--- src/rtl/dram_ctrl_pkg.sv ---
package dram_ctrl_pkg;

  typedef enum logic [2:0] {
    ST_IDLE,
    ST_ROW,
    ST_RD_COL,
    ST_RESTORE,
    ST_WR_COL,
    ST_REF_ROW,
    ST_REF_HOLD,
    ST_PRE
  } seq_state_t;

  typedef enum logic [1:0] {
    ASEL_NONE,
    ASEL_ROW,
    ASEL_COL,
    ASEL_REF
  } addr_sel_t;

endpackage

--- src/rtl/dram_refresh_timer.sv ---
module dram_refresh_timer #(
  parameter int INT_W = 16
) (
  input  logic             clk,
  input  logic             rst_n,
  input  logic [INT_W-1:0] interval,
  input  logic             ack,
  output logic             pending
);
  logic [INT_W-1:0] cnt;
  logic             tick;
  logic             enabled;

  assign enabled = (interval != '0);
  assign tick    = enabled && (cnt == interval - 1'b1);

  always_ff @(posedge clk or negedge rst_n) begin
    if (!rst_n) begin
      cnt     <= '0;
      pending <= 1'b0;
    end else begin
      if (!enabled || tick) cnt <= '0;
      else                  cnt <= cnt + 1'b1;
      pending <= tick | (pending & ~ack);
    end
  end
endmodule

--- src/rtl/dram_row_counter.sv ---
module dram_row_counter #(
  parameter int ROW_W = 11,
  parameter int ROWS  = 2048
) (
  input  logic             clk,
  input  logic             rst_n,
  input  logic             step,
  output logic [ROW_W-1:0] row
);
  logic [ROW_W-1:0] row_next;

  generate
    if (ROWS == (1 << ROW_W)) begin : g_natural_wrap
      assign row_next = row + 1'b1;
    end else begin : g_compare_wrap
      localparam logic [ROW_W-1:0] LAST = ROW_W'(ROWS - 1);
      assign row_next = (row == LAST) ? '0 : row + 1'b1;
    end
  endgenerate

  always_ff @(posedge clk or negedge rst_n) begin
    if (!rst_n)    row <= '0;
    else if (step) row <= row_next;
  end
endmodule

--- src/rtl/dram_addr_mux.sv ---
module dram_addr_mux
  import dram_ctrl_pkg::*;
#(
  parameter int ROW_W = 11,
  parameter int COL_W = 11,
  localparam int BUS_W = (ROW_W > COL_W) ? ROW_W : COL_W
) (
  input  addr_sel_t        sel,
  input  logic [ROW_W-1:0] acc_row,
  input  logic [COL_W-1:0] acc_col,
  input  logic [ROW_W-1:0] ref_row,
  output logic [BUS_W-1:0] bus
);
  always_comb begin
    unique case (sel)
      ASEL_ROW: bus = BUS_W'(acc_row);
      ASEL_COL: bus = BUS_W'(acc_col);
      ASEL_REF: bus = BUS_W'(ref_row);
      default:  bus = '0;
    endcase
  end
endmodule

--- src/rtl/dram_seq.sv ---
module dram_seq
  import dram_ctrl_pkg::*;
#(
  parameter int ROW_W  = 11,
  parameter int COL_W  = 11,
  parameter int DATA_W = 4,
  localparam int ADDR_W = ROW_W + COL_W
) (
  input  logic              clk,
  input  logic              rst_n,
  input  logic              ref_pending,
  output logic              ref_ack,
  output logic              ref_done,
  input  logic              req_valid,
  output logic              req_ready,
  input  logic              req_write,
  input  logic [ADDR_W-1:0] req_addr,
  input  logic [DATA_W-1:0] req_wdata,
  output logic              rsp_valid,
  output logic [DATA_W-1:0] rsp_rdata,
  output addr_sel_t         addr_sel,
  output logic [ROW_W-1:0]  acc_row,
  output logic [COL_W-1:0]  acc_col,
  output logic              row_stb_n,
  output logic              col_stb_n,
  output logic              wr_en_n,
  output logic              rd_en_n,
  output logic [DATA_W-1:0] dq_o,
  output logic              dq_oe,
  input  logic [DATA_W-1:0] dq_i
);
  seq_state_t        state, state_nx;
  logic              is_write;
  logic [DATA_W-1:0] wr_hold;
  logic [DATA_W-1:0] rd_hold;
  logic              accept;

  assign req_ready = (state == ST_IDLE) && !ref_pending;
  assign ref_ack   = (state == ST_IDLE) && ref_pending;
  assign ref_done  = (state == ST_REF_HOLD);
  assign accept    = req_valid && req_ready;

  always_comb begin
    state_nx = state;
    unique case (state)
      ST_IDLE: begin
        if (ref_pending)    state_nx = ST_REF_ROW;
        else if (req_valid) state_nx = ST_ROW;
      end
      ST_ROW:      state_nx = is_write ? ST_WR_COL : ST_RD_COL;
      ST_RD_COL:   state_nx = ST_RESTORE;
      ST_RESTORE:  state_nx = ST_PRE;
      ST_WR_COL:   state_nx = ST_PRE;
      ST_REF_ROW:  state_nx = ST_REF_HOLD;
      ST_REF_HOLD: state_nx = ST_PRE;
      default:     state_nx = ST_IDLE;
    endcase
  end

  always_ff @(posedge clk or negedge rst_n) begin
    if (!rst_n) begin
      state     <= ST_IDLE;
      is_write  <= 1'b0;
      acc_row   <= '0;
      acc_col   <= '0;
      wr_hold   <= '0;
      rd_hold   <= '0;
      rsp_valid <= 1'b0;
    end else begin
      state     <= state_nx;
      rsp_valid <= (state == ST_RD_COL);
      if (accept) begin
        is_write <= req_write;
        acc_row  <= req_addr[ADDR_W-1:COL_W];
        acc_col  <= req_addr[COL_W-1:0];
        wr_hold  <= req_wdata;
      end
      if (state == ST_RD_COL) rd_hold <= dq_i;
    end
  end

  assign rsp_rdata = rd_hold;

  always_comb begin
    row_stb_n = 1'b1;
    col_stb_n = 1'b1;
    wr_en_n   = 1'b1;
    rd_en_n   = 1'b1;
    dq_oe     = 1'b0;
    dq_o      = '0;
    addr_sel  = ASEL_NONE;
    unique case (state)
      ST_ROW: begin
        row_stb_n = 1'b0;
        addr_sel  = ASEL_ROW;
      end
      ST_RD_COL: begin
        row_stb_n = 1'b0;
        col_stb_n = 1'b0;
        rd_en_n   = 1'b0;
        addr_sel  = ASEL_COL;
      end
      ST_RESTORE: begin
        row_stb_n = 1'b0;
        col_stb_n = 1'b0;
        wr_en_n   = 1'b0;
        dq_oe     = 1'b1;
        dq_o      = rd_hold;
        addr_sel  = ASEL_COL;
      end
      ST_WR_COL: begin
        row_stb_n = 1'b0;
        col_stb_n = 1'b0;
        wr_en_n   = 1'b0;
        dq_oe     = 1'b1;
        dq_o      = wr_hold;
        addr_sel  = ASEL_COL;
      end
      ST_REF_ROW, ST_REF_HOLD: begin
        row_stb_n = 1'b0;
        addr_sel  = ASEL_REF;
      end
      default: ;
    endcase
  end
endmodule

--- src/rtl/dram_ctrl.sv ---
module dram_ctrl
  import dram_ctrl_pkg::*;
#(
  parameter int ROW_W  = 11,
  parameter int COL_W  = 11,
  parameter int DATA_W = 4,
  parameter int INT_W  = 16,
  parameter int ROWS   = 2048,
  localparam int ADDR_W = ROW_W + COL_W,
  localparam int BUS_W  = (ROW_W > COL_W) ? ROW_W : COL_W
) (
  input  logic              clk,
  input  logic              rst_n,
  input  logic [INT_W-1:0]  refresh_interval,
  input  logic              req_valid,
  output logic              req_ready,
  input  logic              req_write,
  input  logic [ADDR_W-1:0] req_addr,
  input  logic [DATA_W-1:0] req_wdata,
  output logic              rsp_valid,
  output logic [DATA_W-1:0] rsp_rdata,
  output logic [BUS_W-1:0]  mem_addr,
  output logic              row_stb_n,
  output logic              col_stb_n,
  output logic              wr_en_n,
  output logic              rd_en_n,
  output logic [DATA_W-1:0] dq_o,
  output logic              dq_oe,
  input  logic [DATA_W-1:0] dq_i
);
  logic             ref_pending, ref_ack, ref_done;
  logic [ROW_W-1:0] ref_row, acc_row;
  logic [COL_W-1:0] acc_col;
  addr_sel_t        addr_sel;

  dram_refresh_timer #(.INT_W(INT_W)) u_timer (
    .clk(clk), .rst_n(rst_n), .interval(refresh_interval),
    .ack(ref_ack), .pending(ref_pending)
  );

  dram_row_counter #(.ROW_W(ROW_W), .ROWS(ROWS)) u_rowcnt (
    .clk(clk), .rst_n(rst_n), .step(ref_done), .row(ref_row)
  );

  dram_seq #(.ROW_W(ROW_W), .COL_W(COL_W), .DATA_W(DATA_W)) u_seq (
    .clk(clk), .rst_n(rst_n),
    .ref_pending(ref_pending), .ref_ack(ref_ack), .ref_done(ref_done),
    .req_valid(req_valid), .req_ready(req_ready), .req_write(req_write),
    .req_addr(req_addr), .req_wdata(req_wdata),
    .rsp_valid(rsp_valid), .rsp_rdata(rsp_rdata),
    .addr_sel(addr_sel), .acc_row(acc_row), .acc_col(acc_col),
    .row_stb_n(row_stb_n), .col_stb_n(col_stb_n),
    .wr_en_n(wr_en_n), .rd_en_n(rd_en_n),
    .dq_o(dq_o), .dq_oe(dq_oe), .dq_i(dq_i)
  );

  dram_addr_mux #(.ROW_W(ROW_W), .COL_W(COL_W)) u_amux (
    .sel(addr_sel), .acc_row(acc_row), .acc_col(acc_col),
    .ref_row(ref_row), .bus(mem_addr)
  );
endmodule

--- config.mk ---
export PLATFORM = sky130hd
export DESIGN_NAME = dram_ctrl
export DESIGN_NICKNAME = d
export VERILOG_FILES = /design/src/rtl/dram_ctrl_pkg.sv /design/src/rtl/dram_refresh_timer.sv /design/src/rtl/dram_row_counter.sv /design/src/rtl/dram_addr_mux.sv /design/src/rtl/dram_seq.sv /design/src/rtl/dram_ctrl.sv
export SDC_FILE = /design/constraint.sdc
export NUM_CORES = 1
export LEC_CHECK = 0
export ABC_AREA = 1
export BUFFER_PORTS_ARGS = -buffer_cell sky130_fd_sc_hd__buf_2
export CELL_PAD_IN_SITES_DETAIL_PLACEMENT = 1
export CELL_PAD_IN_SITES_GLOBAL_PLACEMENT = 2
export CORE_UTILIZATION = 28
export DETAILED_ROUTE_END_ITERATION = 7
export GPL_TIMING_DRIVEN = 0
export PLACE_DENSITY_LB_ADDON = 0.15
export SLEW_MARGIN = 20
export SYNTH_ARGS = -nofsm -noshare
export SYNTH_HDL_FRONTEND = slang
export SYNTH_SLANG_ARGS = --single-unit
--- constraint.sdc ---
create_clock -name clk -period 1.45 [get_ports clk]
set_input_delay 0.0725 -clock clk [delete_from_list [all_inputs] [get_ports clk]]
set_output_delay 0.0725 -clock clk [all_outputs]
set_load 0.02 [all_outputs]
**After elaboration in Yosys (flattened, before gate mapping)**

Index checks and enable logic that the tools add are counted.

- Flip-flop bits (word level): 63
- Latch bits: 0
- Memory bits (writable): 0
- Bits in read-only memories: 0
- Output and inout port bits: 26
- Logic and storage cells: 54
- Memories kept: 0

- Add/sub/neg operators: 3
- Multipliers: 0
- Div/mod/pow operators: 0
- $lt $le $gt $ge: 0
- Eq/ne operators: 11
- Shifts and indexed selects: 0
- Mux-type cells: 13
- Bitwise gates (word level): 3
- Reduce and logical (&&, ||, !) cells: 14

Operators with widths:

| kind | count |
|---|---|
| 11-bit case mux with 3 select lines | 1 |
| 16-bit by 1-bit adder with 16-bit output, second input constant | 1 |
| 16-bit == test | 1 |
| 16-bit 2-to-1 mux | 1 |
| 16-bit nonzero test | 1 |
| 16-bit by 1-bit subtractor with 16-bit output, second input constant | 1 |
| 3-bit case mux with 5 select lines | 1 |
| 11-bit by 1-bit adder with 11-bit output, second input constant | 1 |
| 3-bit == test, second input constant | 3 |
| 3-bit 2-to-1 mux | 3 |
| 4-bit case mux with 2 select lines | 1 |
| 3-bit by 2-bit == test with 1-bit output, second input constant | 2 |
| 2-bit case mux with 3 select lines | 1 |
| 3-bit OR reduction | 2 |
| 6-bit OR reduction | 1 |
| 1-bit 2-to-1 mux | 5 |
| 2-bit == test, second input constant | 2 |
| 1-bit logical AND | 4 |
| 2-bit OR reduction | 2 |
| 3-bit by 1-bit == test with 1-bit output, second input constant | 1 |
| 3-bit logical NOT | 1 |
| 3-bit != test, second input constant | 1 |
| 2-bit by 1-bit == test with 1-bit output, second input constant | 1 |
| 1-bit logical NOT | 2 |
| other kinds (4) | 4 |

**Logic depth before layout (Yosys ltp)**

- Depth in word-level cells: 5
- Gate-level depth with buffers: 15
- Depth with buffers taken out: 14

**Hierarchy**

A second synthesis with hierarchy kept.

- Cells, all modules: 550
- Area total of the unflattened synthesis: 3962.6 um2

Modules (own cells, without submodules):

| module | times used | cells each | area each (um2) | sequential area each (um2) |
|---|---|---|---|---|
| dram_seq | 1 | 189 | 1554.0 | 875.8 |
| dram_refresh_timer | 1 | 231 | 1495.2 | 425.4 |
| dram_row_counter | 1 | 78 | 610.6 | 275.3 |
| dram_addr_mux | 1 | 52 | 302.8 | 0.0 |

**Least setup slack after synthesis**

OpenSTA, ideal clock, no wires.

- Path type: register to output
- Start: reg u_seq.state[2]
- End: out mem_addr[10]
- Data arrival time: 1.562 ns
- Required time: 1.378 ns
- Path slack: -0.184 ns
- Stages on the path, launching flop included: 6
- Cell sequence: dfrtp_1 > inv_1 > nor2_1 > nor2_1 > clkbuf_1 > o221ai_1

- Longest elaborated chain between the ends: 5

Ends and longest elaborated chain:

| item | line | text |
|---|---|---|
| start: declaration | dram_seq.sv:32 | `seq_state_t state, state_nx;` |
| start signal: assignment | dram_seq.sv:70 | `state <= state_nx;` |
| 3-bit by 2-bit == test with 1-bit output / 3-bit == test (equally long branches) | dram_seq.sv:92 | `unique case (state)` |
| 3-bit OR reduction (no line) / 2-bit OR reduction (equally long branches) | -- |  |
| 2-bit case mux with 3 select lines * | dram_seq.sv:92 |  |
| 2-bit == test / 2-bit by 1-bit == test with 1-bit output (equally long branches) | dram_addr_mux.sv:15 | `unique case (sel)` |
| 11-bit case mux with 3 select lines * | dram_addr_mux.sv:15 |  |
| end: declaration | dram_ctrl.sv:22 | `output logic [BUS_W-1:0] mem_addr,` |

Mark *: on every way between the ends. The rest lies on a longest branch, timed or not.

**Final worst setup path**

- Start: reg u_seq.state[1]
- End: out mem_addr[3]

The elaborated chain is that of the path after synthesis.

==> impl_metrics.csv <==
group,metric,value,unit
drt,first_pass_iters,4,
yosys,syn_area,0.00361,mm²
yosys,synth_ff_type,"dfrtp_1",
sta,final.min_clock_period,1.84,ns
yosys,syn_avg_cell_area,7.67,µm²
cts,clk_path_buf_depth,2,
place,numPortBuffers,75,
worst_setup_path,reg2reg_depth,10,
sta,setup_slack,-0.387,ns
sta,drv_slew,0,
sta,rsz0062_at_grt,"true",
drt,ant_nets,0,
status,violations,"setup timing",
floorplan,coreArea,0.0126,mm²
global_routing,grt_pass1_vias,3969,
cells_and_area,layout_common_cells,"nand2_1 (103), inv_1 (61), dfrtp_1 (57), buf_2 (55), buf_4 (48)",
cts,h-tree-depth,3,
sta,whs,0.111,ns
cells_and_area,syn_to_final_growth,76.9,%
worst_setup_path,worstReg2RegEnd,"u_seq.acc_row[9]",
pwr,combPwrFrac,0.543,
pwr,p_seq_frac,0.253,
cts,cts-root-buf,"clkbuf_16",
floorplan,fp.dieArea,0.0133,mm²
run,max-cap-violations,0,
sta,finalHoldViolCount,0,
pwr,p_leak,2.90,nW
worst_setup_path,cp-end-kind,"output port",
place,place_hpwl,7.71,mm
drt,drc_errors,0,
global_routing,overflow,0,
yosys,ys_warn_count,0,
sta,tns,-17.39,ns
pwr,clkPwrFrac,0.204,
sta,fin_skew,0.00866,ns
global_routing,grt_max_degree,49,
sta,finalSetupViolations,71,
worst_setup_path,startpoint_type,"flop",
yosys,synthArstFlopShare,1.00,
cts,cts_buffers,9,
floorplan,placementRows,41,
pwr,p_int,6.69,mW
yosys,synth-edff-count,0,
drt,routedWlPerCell,15.7,µm
cells_and_area,mostFrequentLayoutCell,"nand2_1",
place,routabilityCongestion,0.738,
global_routing,grt_usage,0.198,
drt,viasPerCell,4.58,
sta,worstMarginPinSlew,0.363,ns
status,outcome,"complete, but fails checks",
worst_setup_path,reg2reg_from,"u_seq.state[1]",
pwr,p_switching,4.36,mW
min_path,min-delay-path-class,"in -> reg",
worst_setup_path,critPathKind,"reg -> out",
worst_setup_path,critical_path_required,1.38,ns
worst_setup_path,worstSetupEndpoint,"mem_addr[3]",
drt,via_count,3793,
pwr,finalPower,11.0,mW
pwr,power.density,1730,mW/mm²
floorplan,boundaryPins,76,
global_routing,grt_pass1_wl,19.7,mm
global_routing,antenna_found_initial,0,
worst_setup_path,worstPathMaxFanout,5,
cells_and_area,fin_nets,704,
sta,slew_headroom,0.756,
pwr,swShare,0.394,
cts,clk_pin_slew_worst_paths,0.05,ns
drt,drtIter0Drc,126,
worst_setup_path,rrSetupSlack,-0.33,ns
cells_and_area,drive_gt1_frac,0.445,
yosys,synth_cells,470,
cts,clk_latency,0.34,ns
cells_and_area,diodes,0,
yosys,ys_ff_latch,63,
yosys,syn_nets,523,
yosys,yosysSeqAreaShare,0.437,
cells_and_area,nFillCells,1491,
cts,cts_tree,"yes",
pwr,ir_drop,1.00,mV
sta,period_share,1.27,
sta,fmaxAchievable,544,MHz
floorplan,chipWidth,116,µm
drt,routed_wl,13.0,mm
floorplan,start_util,0.287,
yosys,synth_cell_types,31,
place,pre_cts_slack,-0.507,ns
worst_setup_path,cp-startpoint,"u_seq.state[1]",
worst_setup_path,arrival,1.76,ns
floorplan,die_h,116,µm
cts,cts_num_sinks,63,
==> sequential cells by signal, indices dropped and copies added (netlist names) <==
name             flops
u_seq.state          3
u_seq.wr_hold        4
u_rowcnt.row        11
u_seq.rsp_valid      1
u_timer.cnt         16
u_seq.rsp_rdata      4
u_seq.acc_col       11
u_timer.pending      1
u_seq.is_write       1
u_seq.acc_row       11
==> repair_timing <==
item                                   CTS  global route
gates resized for setup                134           100
setup endpoints to repair               72            76
setup buffers                           39            15
hold buffers                            32             0
pin swaps                               28            26
cloned                                   2             6
endpoints found under the hold margin   94             0
==> worst min-delay path by stage <==
| stage | start | end | slack, ns | cells past startpoint |
|---|---|---|---|---|
| 2_1_floorplan | rst_n | u_rowcnt.row[0] | -0.22 | 0 |
| 3_3_place_gp | dq_i[3] | u_seq.rsp_rdata[3] | 0.28 | 3 |
| 3_5_place_dp | rst_n | u_seq.rsp_rdata[2] | -0.04 | 1 |
| 4_1_cts | req_valid | u_seq.state[0] | 0.11 | 5 |
| 5_1_grt | req_valid | u_seq.state[0] | 0.14 | 5 |
| 6_report | req_valid | u_seq.state[0] | 0.11 | 5 |
==> critical path: stages, from the launching register on <==
cell and delay [ns]:
dfrtp_2 0.45, nor2_4 0.14, inv_2 0.07, nor2_4 0.12
nor2_4 0.06, buf_4 0.14, buf_12 0.12, o221ai_4 0.17
buf_6 0.15
==> layout make-up <==
cell class              count  area [µm²]  share of cell area
multi-input cells         324        2300               0.360
flip-flops and latches     63        1580               0.248
repair buffers            170        1520               0.237
inverters                  74         293              0.0459
clock buffers              13         270              0.0423
well taps                 172         215              0.0337
plain buffers               9         165              0.0259
clock inverters             3        40.0             0.00627
==> power groups by stage <==
stage / combinational [mW] / sequential [mW] / clock [mW]
CTS: 5.03 / 2.76 / 2.30
finish: 6.00 / 2.79 / 2.26
global route: 6.44 / 2.87 / 2.37
floorplan: 2.14 / 2.75 / 0
global placement: 3.18 / 2.75 / 0
detailed placement: 3.25 / 2.77 / 0
==> routing by layer <==
layer | vias up | GRT usage | wire [µm]
met1 | 1881 | 0.220 | 5200
met2 | 59 | 0.380 | 7270
li1 | 1839 | - | -
met4 | 0 | 0.0554 | 175
met5 | - | 0 | 0
met3 | 14 | 0.0377 | 330
==> synth_stat cells (4+ instances only) <==
cell type,instances,area share
nand2_1,120,0.12
inv_1,73,0.076
dfrtp_1,63,0.44
nor2_1,46,0.048
o21ai_0,36,0.050
nand3_1,30,0.042
xor2_1,19,0.046
xnor2_1,15,0.036
nor2_2,13,0.023
o221ai_1,11,0.027
nor3_1,6,0.0083
clkbuf_1,5,0.0052
nand2_2,4,0.0069
nand4_1,4,0.0069
==> through the flow <==
stage / util / instances / cell area (µm²)
CTS: 0.460 / 807 / 5790
floorplan: - / 470 / 3700
detailed placement: 0.343 / 718 / 4320
global route: 0.508 / 828 / 6380
global placement: 0.341 / 717 / 4290
finish: 0.508 / 828 / 6380
==> cell families after synthesis <==
group | count (synthesis) | share of synthesized area
buffers and inverters | 83 | 0.0919
AOI/OAI and AO/OA | 50 | 0.0826
DFF | 63 | 0.437
xor gates and xnor gates | 34 | 0.0826
and+or+nand+nor | 236 | 0.292
adders and majority gates | 3 | 0.0104
muxes | 1 | 0.00312
Note: power is estimated with default switching activity, not from simulation.
